**src/rtl/nanprop_pkg.sv**
```systemverilog
package nanprop_pkg;
  localparam int EXP_W = 8;
  localparam int MAN_W = 23;

  typedef enum logic [1:0] {
    POL_SIG_FIRST = 2'd0,
    POL_A_FIRST   = 2'd1,
    POL_MAGNITUDE = 2'd2,
    POL_RSVD      = 2'd3
  } nan_policy_e;

  typedef struct packed {
    logic is_nan;
    logic quiet;
    logic sig;
  } nan_class_t;
endpackage

```
**src/rtl/nanprop_classify.sv**
```systemverilog
module nanprop_classify
  import nanprop_pkg::*;
#(
  parameter int EW = EXP_W,
  parameter int MW = MAN_W
) (
  input  logic [EW+MW:0] val,
  input  logic           snan_hi,
  input  logic           no_snan,
  output nan_class_t     cls
);
  logic exp_ones, top_bit, low_nz, hi_form, lo_form;

  assign exp_ones = &val[MW +: EW];
  assign top_bit  = val[MW-1];
  assign low_nz   = |val[MW-2:0];
  assign hi_form  = exp_ones & top_bit;
  assign lo_form  = exp_ones & ~top_bit & low_nz;

  always_comb begin
    cls.is_nan = hi_form | lo_form;
    if (no_snan) begin
      cls.quiet = hi_form | lo_form;
      cls.sig   = 1'b0;
    end else if (snan_hi) begin
      cls.quiet = lo_form;
      cls.sig   = hi_form;
    end else begin
      cls.quiet = hi_form;
      cls.sig   = lo_form;
    end
  end
endmodule

```
**src/rtl/nanprop_pick.sv**
```systemverilog
module nanprop_pick
  import nanprop_pkg::*;
#(
  parameter int W = 1 + EXP_W + MAN_W
) (
  input  logic [W-1:0] a,
  input  logic [W-1:0] b,
  input  nan_class_t   ca,
  input  nan_class_t   cb,
  input  logic [1:0]   policy,
  output logic         pick_b
);
  logic a_larger;

  // magnitude first, raw value breaks ties (positive wins)
  assign a_larger = (a[W-2:0] > b[W-2:0]) ||
                    ((a[W-2:0] == b[W-2:0]) && (a < b));

  always_comb begin
    case (nan_policy_e'(policy))
      POL_A_FIRST:   pick_b = ~ca.is_nan;
      POL_MAGNITUDE: begin
        if (ca.sig)        pick_b = cb.sig ? ~a_larger : cb.quiet;
        else if (ca.quiet) pick_b = cb.quiet & ~a_larger;
        else               pick_b = cb.is_nan | ~ca.is_nan;
      end
      default:       pick_b = ~ca.sig & (cb.sig | ~ca.quiet);
    endcase
  end
endmodule

```
**src/rtl/nan_prop_unit.sv**
```systemverilog
module nan_prop_unit
  import nanprop_pkg::*;
#(
  parameter int EW         = EXP_W,
  parameter int MW         = MAN_W,
  parameter bit REGISTERED = 1'b1
) (
  input  logic                clk,
  input  logic                rst,
  input  logic                in_valid,
  input  logic [EW+MW:0]      op_a,
  input  logic [EW+MW:0]      op_b,
  input  logic                snan_hi,
  input  logic [1:0]          policy,
  input  logic                dflt_mode,
  input  logic                no_snan,
  output logic                out_valid,
  output logic [EW+MW:0]      result,
  output logic                invalid
);
  localparam int W = 1 + EW + MW;
  localparam logic [W-1:0] DN_POS_Q = {1'b0, {EW{1'b1}}, 1'b1, {(MW-1){1'b0}}};
  localparam logic [W-1:0] DN_NEG_Q = {1'b1, {EW{1'b1}}, 1'b1, {(MW-1){1'b0}}};
  localparam logic [W-1:0] DN_HI    = {1'b0, {EW{1'b1}}, 1'b0, {(MW-1){1'b1}}};
  localparam logic [W-1:0] QUIET_BIT = {{(EW+1){1'b0}}, 1'b1, {(MW-1){1'b0}}};

  nan_class_t   ca, cb;
  logic         pick_b, chosen_sig, invalid_c;
  logic [W-1:0] dflt, chosen, quieted, result_c;

  nanprop_classify #(.EW(EW), .MW(MW)) u_cls_a (
    .val(op_a), .snan_hi(snan_hi), .no_snan(no_snan), .cls(ca));
  nanprop_classify #(.EW(EW), .MW(MW)) u_cls_b (
    .val(op_b), .snan_hi(snan_hi), .no_snan(no_snan), .cls(cb));

  nanprop_pick #(.W(W)) u_pick (
    .a(op_a), .b(op_b), .ca(ca), .cb(cb), .policy(policy), .pick_b(pick_b));

  always_comb begin
    if (nan_policy_e'(policy) == POL_MAGNITUDE) dflt = snan_hi ? DN_HI : DN_NEG_Q;
    else                                        dflt = DN_POS_Q;
    chosen     = pick_b ? op_b : op_a;
    chosen_sig = pick_b ? cb.sig : ca.sig;
    if (!chosen_sig)  quieted = chosen;
    else if (snan_hi) quieted = dflt;
    else              quieted = chosen | QUIET_BIT;
    if (dflt_mode || !(ca.is_nan || cb.is_nan)) result_c = dflt;
    else                                        result_c = quieted;
    invalid_c = ca.sig | cb.sig;
  end

  generate
    if (REGISTERED) begin : g_reg
      always_ff @(posedge clk) begin
        if (rst) begin
          out_valid <= 1'b0;
          result    <= '0;
          invalid   <= 1'b0;
        end else begin
          out_valid <= in_valid;
          if (in_valid) begin
            result  <= result_c;
            invalid <= invalid_c;
          end
        end
      end

      assert_latency_R11: assert property (@(posedge clk) disable iff (rst)
        in_valid |=> out_valid);
      assert_drop_R11: assert property (@(posedge clk) disable iff (rst)
        !in_valid |=> !out_valid);
      assert_result_nan_R10: assert property (@(posedge clk) disable iff (rst)
        out_valid |-> (&result[MW +: EW]) && (|result[MW-1:0]));
      assert_no_flag_R10: assert property (@(posedge clk) disable iff (rst)
        (in_valid && !ca.is_nan && !cb.is_nan) |=> !invalid);
      assert_nosnan_quiet_R3: assert property (@(posedge clk) disable iff (rst)
        (in_valid && no_snan) |=> !invalid);
      assert_pick_is_nan_R7: assert property (@(posedge clk) disable iff (rst)
        (in_valid && (ca.is_nan || cb.is_nan)) |-> (pick_b ? cb.is_nan : ca.is_nan));
      assert_dflt_set_R5: assert property (@(posedge clk) disable iff (rst)
        (in_valid && dflt_mode) |=>
          (result == DN_POS_Q || result == DN_NEG_Q || result == DN_HI));
    end else begin : g_comb
      assign out_valid = in_valid;
      assign result    = result_c;
      assign invalid   = invalid_c;
    end
  endgenerate
endmodule

```
**config.mk**
```make
export PLATFORM = sky130hd
export DESIGN_NAME = nan_prop_unit
export DESIGN_NICKNAME = d
export VERILOG_FILES = /design/src/rtl/nanprop_pkg.sv /design/src/rtl/nanprop_classify.sv /design/src/rtl/nanprop_pick.sv /design/src/rtl/nan_prop_unit.sv
export SDC_FILE = /design/constraint.sdc
export NUM_CORES = 1
export LEC_CHECK = 0
export BUFFER_PORTS_ARGS = -buffer_cell sky130_fd_sc_hd__buf_2
export CORE_MARGIN = 2
export CORE_UTILIZATION = 56
export DETAILED_ROUTE_END_ITERATION = 8
export PLACE_DENSITY = 0.95
export SLEW_MARGIN = 40
export SYNTH_ARGS = -nofsm -noshare
export SYNTH_HDL_FRONTEND = slang
export SYNTH_SLANG_ARGS = --single-unit
export TNS_END_PERCENT = 20
```
**constraint.sdc**
```tcl
create_clock -name clk -period 9.8 [get_ports clk]
set_input_delay 1.96 -clock clk [delete_from_list [all_inputs] [get_ports clk]]
set_output_delay 1.96 -clock clk [all_outputs]
set_load 0.01 [all_outputs]
```
==> impl_metrics.csv, run 1 <==
group,metric,value,unit
run_status,status,"completed",
clocking,cts_tree,"done",
grt,busiest_layer,"met2",
finish,drive_gt1_share,29.7,%
power_and_ir_drop,p_leak,1.81,nW
grt,grt_max_degree,43,
clocking,cts_setup_buffers,0,
clocking,cts_root_buffer,"clkbuf_8",
power_and_ir_drop,powerDensity,118,nW/µm²
clocking,clkTransAtPathRegs,0.08,ns
timing,tightest_slew,0.773,ns
drt,routed_wl,10900,µm
clocking,cts_inserted_buffers,5,
grt,grt_use_met1,41.6,%
finish,area_growth,20.0,%
timing,max_freq,0.180,GHz
grt,grt_pass1_wl,17600,µm
timing,max_slew_margin,48.5,%
timing,setup_viol,0,
timing,finalCriticalPeriod,5.55,ns
setup_path,reg2reg_slack,8.84,ns
clocking,cts_resized,0,
logic_synthesis,yosysWarnings,0,
finish,nFillCells,502,
floorplanning,std_cell_rows,27,
setup_path,crit_fanout,33,
power_and_ir_drop,peakVddDrop,0.0821,mV
timing,fin_tns_setup,0,ns
timing,grt_setup_unrepaired,"false",
grt,met3_usage,6.89,%
floorplanning,dieWidth,80.9,µm
logic_synthesis,synth_ff_type,"dfxtp_1",
clocking,hold_buffers,0,
clocking,clk_latency,0.29,ns
drt,wl_per_cell,18.5,µm
timing,fin_skew,0,ns
setup_path,critPathCaptureType,"flop",
setup_path,setup.worst_path.start_class,"primary input",
finish,final_cell_area,3970,µm²
timing,post-route-period-util,56.7,%
worst_hold_path,min_delay_path_depth,2,
logic_synthesis,seq_area_frac_synth,20.6,%
clocking,clock_path_buffers,2,
drt,drt_iter0_drc,307,
clocking,clock_sinks,34,
setup_path,rr_worst_depth,3,
logic_synthesis,synth-seq-cells,34,
drt,vias,3728,
floorplanning,initial_core_util,59.0,%
placement,place_congestion,1.01,
floorplanning,die_y,80.9,µm
logic_synthesis,synth.distinct_cells,58,
grt,met2_usage,56.7,%
placement,hpwl,8360,µm
grt,overflow,0,
logic_synthesis,mappedNetlistNets,531,
logic_synthesis,syn-cell-area,3310,µm²
drt,drc,0,
finish,nets,621,
finish,num_antenna_cells,0,
timing,report.final.slew_viol_count,0,
clocking,cts_max_level,2,
grt,antenna_found_initial,0,
setup_path,crit_type,"primary input to flop",
logic_synthesis,syn_area_per_cell,7.79,µm²
logic_synthesis,synthCells,425,
drt,first_pass_iters,5,
placement,dpl-instance-area,3830,µm²
worst_hold_path,min_path_type,"flop to flop",
grt,grt.total_usage,34.7,%
flow_run,cap_violations,0,
floorplanning,core,5610,µm²
grt,grt_pass1_vias,3702,
floorplanning,die-area,6540,µm²
drt,viasPerCell,6.34,
setup_path,arrival,5.76,ns
logic_synthesis,synth_edf_count,0,
setup_path,critPathRequiredTime,10.01,ns
timing,hold_viol_final,0,
floorplanning,ios,106,
logic_synthesis,async_reset_ff_share,0,%
drt,ant_nets,0,
placement,port_buffers,105,
==> state kept, by name (all words and copies together) (netlist names) <==
name	cells
invalid	1
out_valid	1
result	32
==> cell families (layout without fill, tap and decap cells) <==
kind of cell / Yosys count / in the layout / share of synthesized area, %
buf+inv: 67 / 158 / 8.47
flops: 34 / 34 / 20.6
compound gates: 148 / 148 / 36.0
simple gates: 140 / 140 / 21.6
fa+ha+maj: 34 / 34 / 12.9
xor+xnor: 2 / 2 / 0.529
==> worst paths after layout <==
path	from	end
setup / recovery	op_a[1]	result[16]
hold / removal	result[31]	result[31]
setup reg to reg	result[22]	result[22]
hold reg to reg	result[31]	result[31]
==> stage by stage <==
step | util, % | worst slack, ns | std cells | hold WS, ns | total power [W]
CTS | 70.8 | 4.44 | 588 | 0.484 | 0.000468
detailed placement | 68.3 | 4.15 | 580 | 0.475 | 0.000307
global placement | 68.3 | 4.09 | 580 | 0.464 | 0.000305
floorplan | - | 5.21 | 425 | 0.495 | 0.000255
finish | 70.8 | 4.25 | 588 | 0.485 | 0.000469
global route | 70.8 | 4.21 | 588 | 0.503 | 0.000494
==> placed cells by master (no fill, tap or decap), types with 6 or more instances in the layout <==
cell type,Yosys,routed
a211oi_1,6,6
a211oi_2,21,21
a21boi_0,23,23
a21o_1,6,6
a21oi_1,16,16
a311oi_1,9,9
buf_2,8,104
buf_4,1,6
dfxtp_1,34,34
ha_1,34,34
inv_1,40,40
nand2_1,21,21
nand3_1,12,12
nand4_1,11,11
nor2_1,39,39
nor3_1,27,27
nor4_1,11,11
o21ai_0,31,31
o21ai_1,9,9
==> synthesized netlist by cell type (all sizes together) (2+ instances only) <==
master,number,share of area [%]
o311ai,2,1.1
o21ai,40,6.0
a21boi,24,5.6
ha,34,13
xnor2,2,0.53
nand2,21,2.4
a211oi,27,9.3
a21o,6,1.4
o21bai,2,0.57
and2,3,0.57
a221oi,2,1.2
buf,11,2.1
o211ai,2,0.45
clkbuf,16,1.8
dfxtp,34,21
nor4,12,2.7
nor2,40,4.6
a311oi,9,2.4
or4,2,0.45
a21oi,16,2.4
o31ai,2,0.45
o31a,2,0.53
nand3,12,1.8
and3,6,1.3
nor3,27,4.1
nand4,11,2.1
inv,40,4.5
==> critical path, stage by stage <==
cell and delay (ns):
buf_2 0.13, nor4_1 0.40, nand4_1 0.43, o311ai_4 0.47, o221ai_2 0.24, a221oi_4 0.28
buf_4 0.36, o2bb2ai_1 0.15, a21boi_2 0.49, buf_4 0.34, o21ai_0 0.24, a211oi_2 0.27
==> power by group <==
part / switching (W) / internal [W] / leakage, nW
registers: 0.00000486 / 0.000147 / 0.282
logic: 0.0000952 / 0.0000612 / 1.45
clock network: 0.0000595 / 0.000102 / 0.0683
total: 0.000160 / 0.000310 / 1.81
==> area by class of cell <==
type                    count  area [µm²]  share of cell area [%]
clock buffers               5        68.8                    1.73
clock inverters             3        68.8                    1.73
inverters                  40         150                    3.78
multi-input cells         324        2350                    59.1
flip-flops and latches     34         681                    17.1
well taps                  72        90.1                    2.27
repair buffers            110         566                    14.2
==> per-layer routing <==
metal	up-vias	routed length (µm)	part of all wire (%)
li1	1760	-	-
met5	-	0	0
met3	45	951	8.7
met4	0	634	5.8
met1	1708	4470	41
met2	215	4850	44
(Power assumes the default switching activity.)
==> run 2, diff against run 1 <==
--- a/config.mk
+++ b/config.mk
@@ -5,11 +5,12 @@
 export SDC_FILE = /design/constraint.sdc
 export NUM_CORES = 1
 export LEC_CHECK = 0
+export ABC_AREA = 1
 export BUFFER_PORTS_ARGS = -buffer_cell sky130_fd_sc_hd__buf_2
 export CORE_MARGIN = 2
-export CORE_UTILIZATION = 56
+export CORE_UTILIZATION = 47
 export DETAILED_ROUTE_END_ITERATION = 8
-export PLACE_DENSITY = 0.95
+export PLACE_DENSITY = 0.87
 export SLEW_MARGIN = 40
 export SYNTH_ARGS = -nofsm -noshare
 export SYNTH_HDL_FRONTEND = slang
==> constraint.sdc (replaced) <==
create_clock -name clk -period 5.1 [get_ports clk]
set_input_delay 1.02 -clock clk [delete_from_list [all_inputs] [get_ports clk]]
set_output_delay 1.02 -clock clk [all_outputs]
set_load 0.01 [all_outputs]
==> impl_metrics.csv, run 2 <==
group,metric,value,unit
power_and_ir_drop,peakVddDrop,0.0775,mV
grt,overflow,0,
timing,fin_tns_setup,0,ns
grt,grt_pass1_wl,14600,µm
setup_path,critPathCaptureType,"flop",
finish,drive_gt1_share,23.4,%
drt,drt_iter0_drc,214,
worst_hold_path,min_path_type,"flop to flop",
finish,nFillCells,687,
clocking,clock_sinks,34,
logic_synthesis,synth_top_area_share,20.4,%
timing,fin_ws,1.26,ns
setup_path,crit_fanout,64,
finish,layout_common_cells,"nand2_1, buf_2, inv_1",
setup_path,critPathRequiredTime,5.28,ns
logic_synthesis,synth_most_common_cell,"nand2_1",
finish,num_antenna_cells,0,
power_and_ir_drop,p_leak,2.07,nW
drt,drc,0,
clocking,cts_root_buffer,"clkbuf_8",
clocking,cts_inserted_buffers,5,
finish,final_cell_area,3980,µm²
finish,reg_top3,"result: 32 flops, invalid: 1 flops, out_valid: 1 flops",
placement,place_congestion,0.915,
finish,regMostFlops,"result",
timing,max_slew_margin,52.5,%
setup_path,setup.worst_path.start_class,"primary input",
clocking,cts_setup_buffers,0,
drt,viasPerCell,5.12,
logic_synthesis,syn-cell-area,3340,µm²
floorplanning,die-area,7790,µm²
finish,seq_area,681,µm²
placement,port_buffers,105,
drt,first_pass_iters,5,
placement,place_ws,0.791,ns
setup_path,crit_type,"primary input to flop",
floorplanning,core,6830,µm²
timing,report.final.slew_viol_count,0,
power_and_ir_drop,powerDensity,191,nW/µm²
logic_synthesis,synth_ff_type,"dfxtp_1",
clocking,cts_resized,0,
finish,multiInputGateArea,2260,µm²
grt,antenna_found_initial,0,
grt,grt.total_usage,23.4,%
logic_synthesis,synth_area_leader_cell,"dfxtp_1",
timing,setup_viol,0,
placement,hpwl,7570,µm
grt,grt_pass1_vias,3256,
flow_run,cap_violations,0,
setup_path,arrival,4.02,ns
clocking,clk_latency,0.28,ns
logic_synthesis,mappedNetlistNets,646,
timing,tightest_slew,0.712,ns
floorplanning,std_cell_rows,30,
finish,area_growth,19.3,%
timing,grt_setup_unrepaired,"false",
drt,routed_wl,9110,µm
finish,layout_commonest_cell,"nand2_1",
logic_synthesis,synthCells,540,
finish,nets,741,
floorplanning,ios,106,
timing,fin_skew,0,ns
clocking,cts_tree,"done",
floorplanning,dieWidth,88.2,µm
clocking,cts_max_level,2,
timing,post-route-period-util,75.3,%
drt,vias,3749,
logic_synthesis,yosysWarnings,0,
clocking,clock_path_buffers,2,
placement,dpl-instance-area,3870,µm²
drt,ant_nets,0,
floorplanning,die_y,88.2,µm
run_status,status,"completed",
logic_synthesis,async_reset_ff_share,0,%
logic_synthesis,seq_area_frac_synth,20.4,%
logic_synthesis,synth-seq-cells,34,
logic_synthesis,synth.distinct_cells,29,
drt,wl_per_cell,12.5,µm
timing,finalCriticalPeriod,3.84,ns
timing,max_freq,0.260,GHz
grt,grt_max_degree,65,
logic_synthesis,yosys-top-cells-count,"nand2_1, inv_1, o21ai_0, nor2_1",
clocking,clkTransAtPathRegs,0.07,ns
logic_synthesis,syn_area_per_cell,6.18,µm²
logic_synthesis,synth_area_leaders,"dfxtp_1, nand2_1, ha_1, inv_1, o21ai_0",
logic_synthesis,synth_edf_count,0,
floorplanning,initial_core_util,48.8,%
clocking,hold_buffers,0,
finish,largest_reg_flops,32,
timing,hold_viol_final,0,
timing,whs,0.472,ns
[run 2: changes by cell type after synthesis, sizes merged, moves of 8 or more]
cell | previous run | this run
nor3 | 27 | 3
nor2 | 40 | 49
a311oi | 9 | 0
inv | 40 | 77
nor4 | 12 | 1
a21oi | 16 | 56
a21boi | 24 | 0
o21ai | 40 | 61
a211oi | 27 | 0
nand2 | 21 | 158
a31oi | 1 | 9
[run 2: where the power goes]
group          internal [W]  switching (W)  total, W
Sequential         0.000282     0.00000703  0.000289
Combinational      0.000102       0.000167  0.000269
Clock              0.000109      0.0000915  0.000200
[run 2: cell type report]
cell class | count | area share [%]
Timing Repair Buffer | 106 | 13.6
Multi-Input combinational cell | 411 | 56.7
Sequential cell | 34 | 17.1
Clock buffer | 7 | 2.17
Tap cell | 96 | 3.02
Clock inverter | 1 | 0.126
Inverter | 77 | 7.26
[run 2: final timing paths]
check	start	to	slack [ns]	cells after the start
worst min-delay path	result[22]	result[22]	0.47	2
worst max-delay path	op_b[22]	result[12]	1.26	18
worst max register to register	result[5]	result[5]	4.42	2
worst min register to register	result[22]	result[22]	0.47	2
[run 2: critical path: stages]
cell	delay [ns]
buf_2	0.11
inv_1	0.08
ha_1	0.33
nand2_1	0.12
nor3_1	0.30
and2_1	0.17
nand2_1	0.05
nand2_1	0.06
nand3_1	0.09
a21oi_1	0.13
nand2_1	0.08
nand2_2	0.10
nand2_4	0.31
nand2_2	0.21
nand3_4	0.11
a21oi_4	0.42
buf_8	0.23
a21oi_2	0.07
[run 2: per-stage QoR]
step | total power (W) | cells | util, %
floorplan | 0.000468 | 540 | -
global placement | 0.000553 | 723 | 56.7
detailed placement | 0.000559 | 723 | 56.7
CTS | 0.000757 | 731 | 58.0
global route | 0.000811 | 732 | 58.2
finish | 0.000758 | 732 | 58.2
[run 2: cells by family after synthesis]
| logic type | share of synthesized area, % |
|---|---|
| flops | 20.4 |
| compound gates | 23.6 |
| buf+inv | 11.9 |
| simple gates | 31.3 |
| fa+ha+maj | 12.8 |
[run 2: routing by layer]
| metal | GRT usage (%) | wire length (µm) | part of all wire [%] | vias to the layer above |
|---|---|---|---|---|
| met5 | 0 | 0 | 0 | - |
| met4 | 6.47 | 124 | 1.4 | 0 |
| met3 | 2.99 | 475 | 5.2 | 10 |
| met2 | 38.1 | 4240 | 47 | 124 |
| met1 | 32.8 | 4270 | 47 | 1664 |
| li1 | - | - | - | 1951 |
==> run 3, diff against run 2 <==
--- a/config.mk
+++ b/config.mk
@@ -8,9 +8,9 @@
 export ABC_AREA = 1
 export BUFFER_PORTS_ARGS = -buffer_cell sky130_fd_sc_hd__buf_2
 export CORE_MARGIN = 2
-export CORE_UTILIZATION = 47
+export CORE_UTILIZATION = 52
 export DETAILED_ROUTE_END_ITERATION = 8
-export PLACE_DENSITY = 0.87
+export PLACE_DENSITY = 0.9
 export SLEW_MARGIN = 40
 export SYNTH_ARGS = -nofsm -noshare
 export SYNTH_HDL_FRONTEND = slang
==> constraint.sdc (replaced) <==
create_clock -name clk -period 3.6 [get_ports clk]
set_input_delay 0.72 -clock clk [delete_from_list [all_inputs] [get_ports clk]]
set_output_delay 0.72 -clock clk [all_outputs]
set_load 0.01 [all_outputs]
==> impl_metrics.csv, run 3 (synthesized netlist as in run 2, its figures left out) <==
group,metric,value,unit
run_status,status,"completed",
grt,grt_pass1_wl,15600,µm
clocking,cts_resized,0,
timing,finalCriticalPeriod,3.20,ns
drt,wl_met2,4450,µm
floorplanning,ios,106,
drt,highest_layer,"met4",
finish,layout_commonest_cell,"nand2_1",
grt,grt_pass1_vias,3415,
clocking,clock_path_buffers,2,
drt,first_pass_iters,5,
drt,drt_iter0_drc,215,
clocking,clkTransAtPathRegs,0.07,ns
floorplanning,die_y,84.1,µm
setup_path,crit_type,"primary input to flop",
finish,nets,743,
timing,hold_viol_final,0,
finish,drive_gt1_share,23.7,%
timing,max_slew_margin,50.3,%
setup_path,arrival,3.41,ns
clocking,cts_root_buffer,"clkbuf_8",
placement,hpwl,7630,µm
floorplanning,std_cell_rows,29,
drt,wl_met1,4300,µm
finish,largest_reg_flops,32,
clocking,cts_tree,"done",
clocking,clock_sinks,34,
timing,setup_viol,0,
setup_path,cp_cell_sequence,"buf_2 > inv_1 > ha_1 > nand2_1 > nor2_2 > nor3b_2 > and2_1 > nand2_1 > nand2_1 > nand3_1 > a21oi_1 > nand2_1 > nand2_2 > nand2_4 > buf_4 > o21ai_0 > nand2_1 > a21oi_2",
drt,wl_met3,499,µm
drt,ant_nets,0,
timing,post-route-period-util,88.8,%
timing,fin_skew,0,ns
finish,reg_top3,"result: 32 flops, invalid: 1 flops, out_valid: 1 flops",
flow_run,cap_violations,0,
setup_path,setup.worst_path.start_class,"primary input",
setup_path,crit_fanout,20,
finish,regMostFlops,"result",
power_and_ir_drop,powerDensity,273,nW/µm²
placement,dp.cells,707,
grt,overflow,0,
grt,grt.total_usage,26.2,%
drt,routed_wl,9350,µm
timing,max_freq,0.313,GHz
worst_hold_path,min_path_type,"flop to flop",
finish,final_cells,715,
placement,port_buffers,105,
grt,grt_max_degree,43,
clocking,cts_max_level,2,
setup_path,critPathMaxStageDelay,0.41,ns
placement,place_congestion,0.948,
setup_path,critPathCaptureType,"flop",
clocking,hold_buffers,0,
finish,layout_common_cells,"nand2_1, buf_2, inv_1",
finish,num_antenna_cells,0,
power_and_ir_drop,p_leak,2.08,nW
floorplanning,dieWidth,84.1,µm
floorplanning,die-area,7070,µm²
timing,grt_setup_unrepaired,"false",
power_and_ir_drop,peakVddDrop,0.358,mV
floorplanning,initial_core_util,53.1,%
grt,antenna_found_initial,0,
setup_path,critPathRequiredTime,3.82,ns
timing,report.final.slew_viol_count,0,
timing,whs,0.465,ns
clocking,clk_latency,0.28,ns
setup_path,path_common_cell,"nand2_1",
drt,drc,0,
drt,viasPerCell,5.21,
finish,nFillCells,592,
timing,fin_tns_setup,0,ns
timing,tightest_slew,0.743,ns
clocking,cts_inserted_buffers,5,
setup_path,slowest_stage,"o21ai_0",
finish,area_growth,19.2,%
floorplanning,core,6280,µm²
drt,wl_per_cell,13.1,µm
drt,vias,3726,
clocking,cts_setup_buffers,0,
-- run 3: cell count changes in the layout (fill, tap and decap cells not counted), sizes merged --
cell	previous run	this run
buf	106	108
-- run 3: area by class of cell --
cell class / count / area (µm²) / area share, %
Sequential cell: 34 / 681 / 17.1
Timing Repair Buffer: 108 / 561 / 14.1
Clock buffer: 7 / 86.3 / 2.17
Clock inverter: 1 / 5.00 / 0.126
Tap cell: 77 / 96.3 / 2.42
Multi-Input combinational cell: 411 / 2260 / 56.8
Inverter: 77 / 289 / 7.27
-- run 3: worst paths after layout --
check	from	end	slack (ns)	cells past startpoint
setup / recovery	op_b[27]	result[31]	0.40	18
hold / removal	result[22]	result[22]	0.46	2
setup reg to reg	result[28]	result[28]	2.88	2
hold reg to reg	result[22]	result[22]	0.46	2
-- run 3: worst max-delay path, delay by kind of cell --
| family | cells | cell delay (ns) |
|---|---|---|
| compound gates | 3 | 0.70 |
| fa+ha+maj | 1 | 0.31 |
| buf+inv | 3 | 0.40 |
| simple gates | 11 | 1.29 |
-- run 3: power by group --
| group | internal [W] | switching (W) | total, W |
|---|---|---|---|
| combinational | 0.000148 | 0.000239 | 0.000387 |
| sequential | 0.000400 | 0.0000111 | 0.000411 |
| clock | 0.000154 | 0.000132 | 0.000286 |
-- run 3: metrics by stage --
stage                     power [W]  cell area [µm²]  util (%)  setup slack [ns]
after detailed placement   0.000799             3880      61.9             0.178
after global placement     0.000789             3880      61.9             0.263
final                       0.00108             3980      63.3             0.403
after global routing        0.00115             3980      63.3             0.226
after CTS                   0.00108             3980      63.3             0.467
after floorplan            0.000663             3340         -             0.789
-- run 3: layer usage --
layer	GRT usage [%]	up-vias
met1	36.2	1652
met4	6.60	0
met5	0	-
li1	-	1953
met2	43.9	114
met3	2.18	7
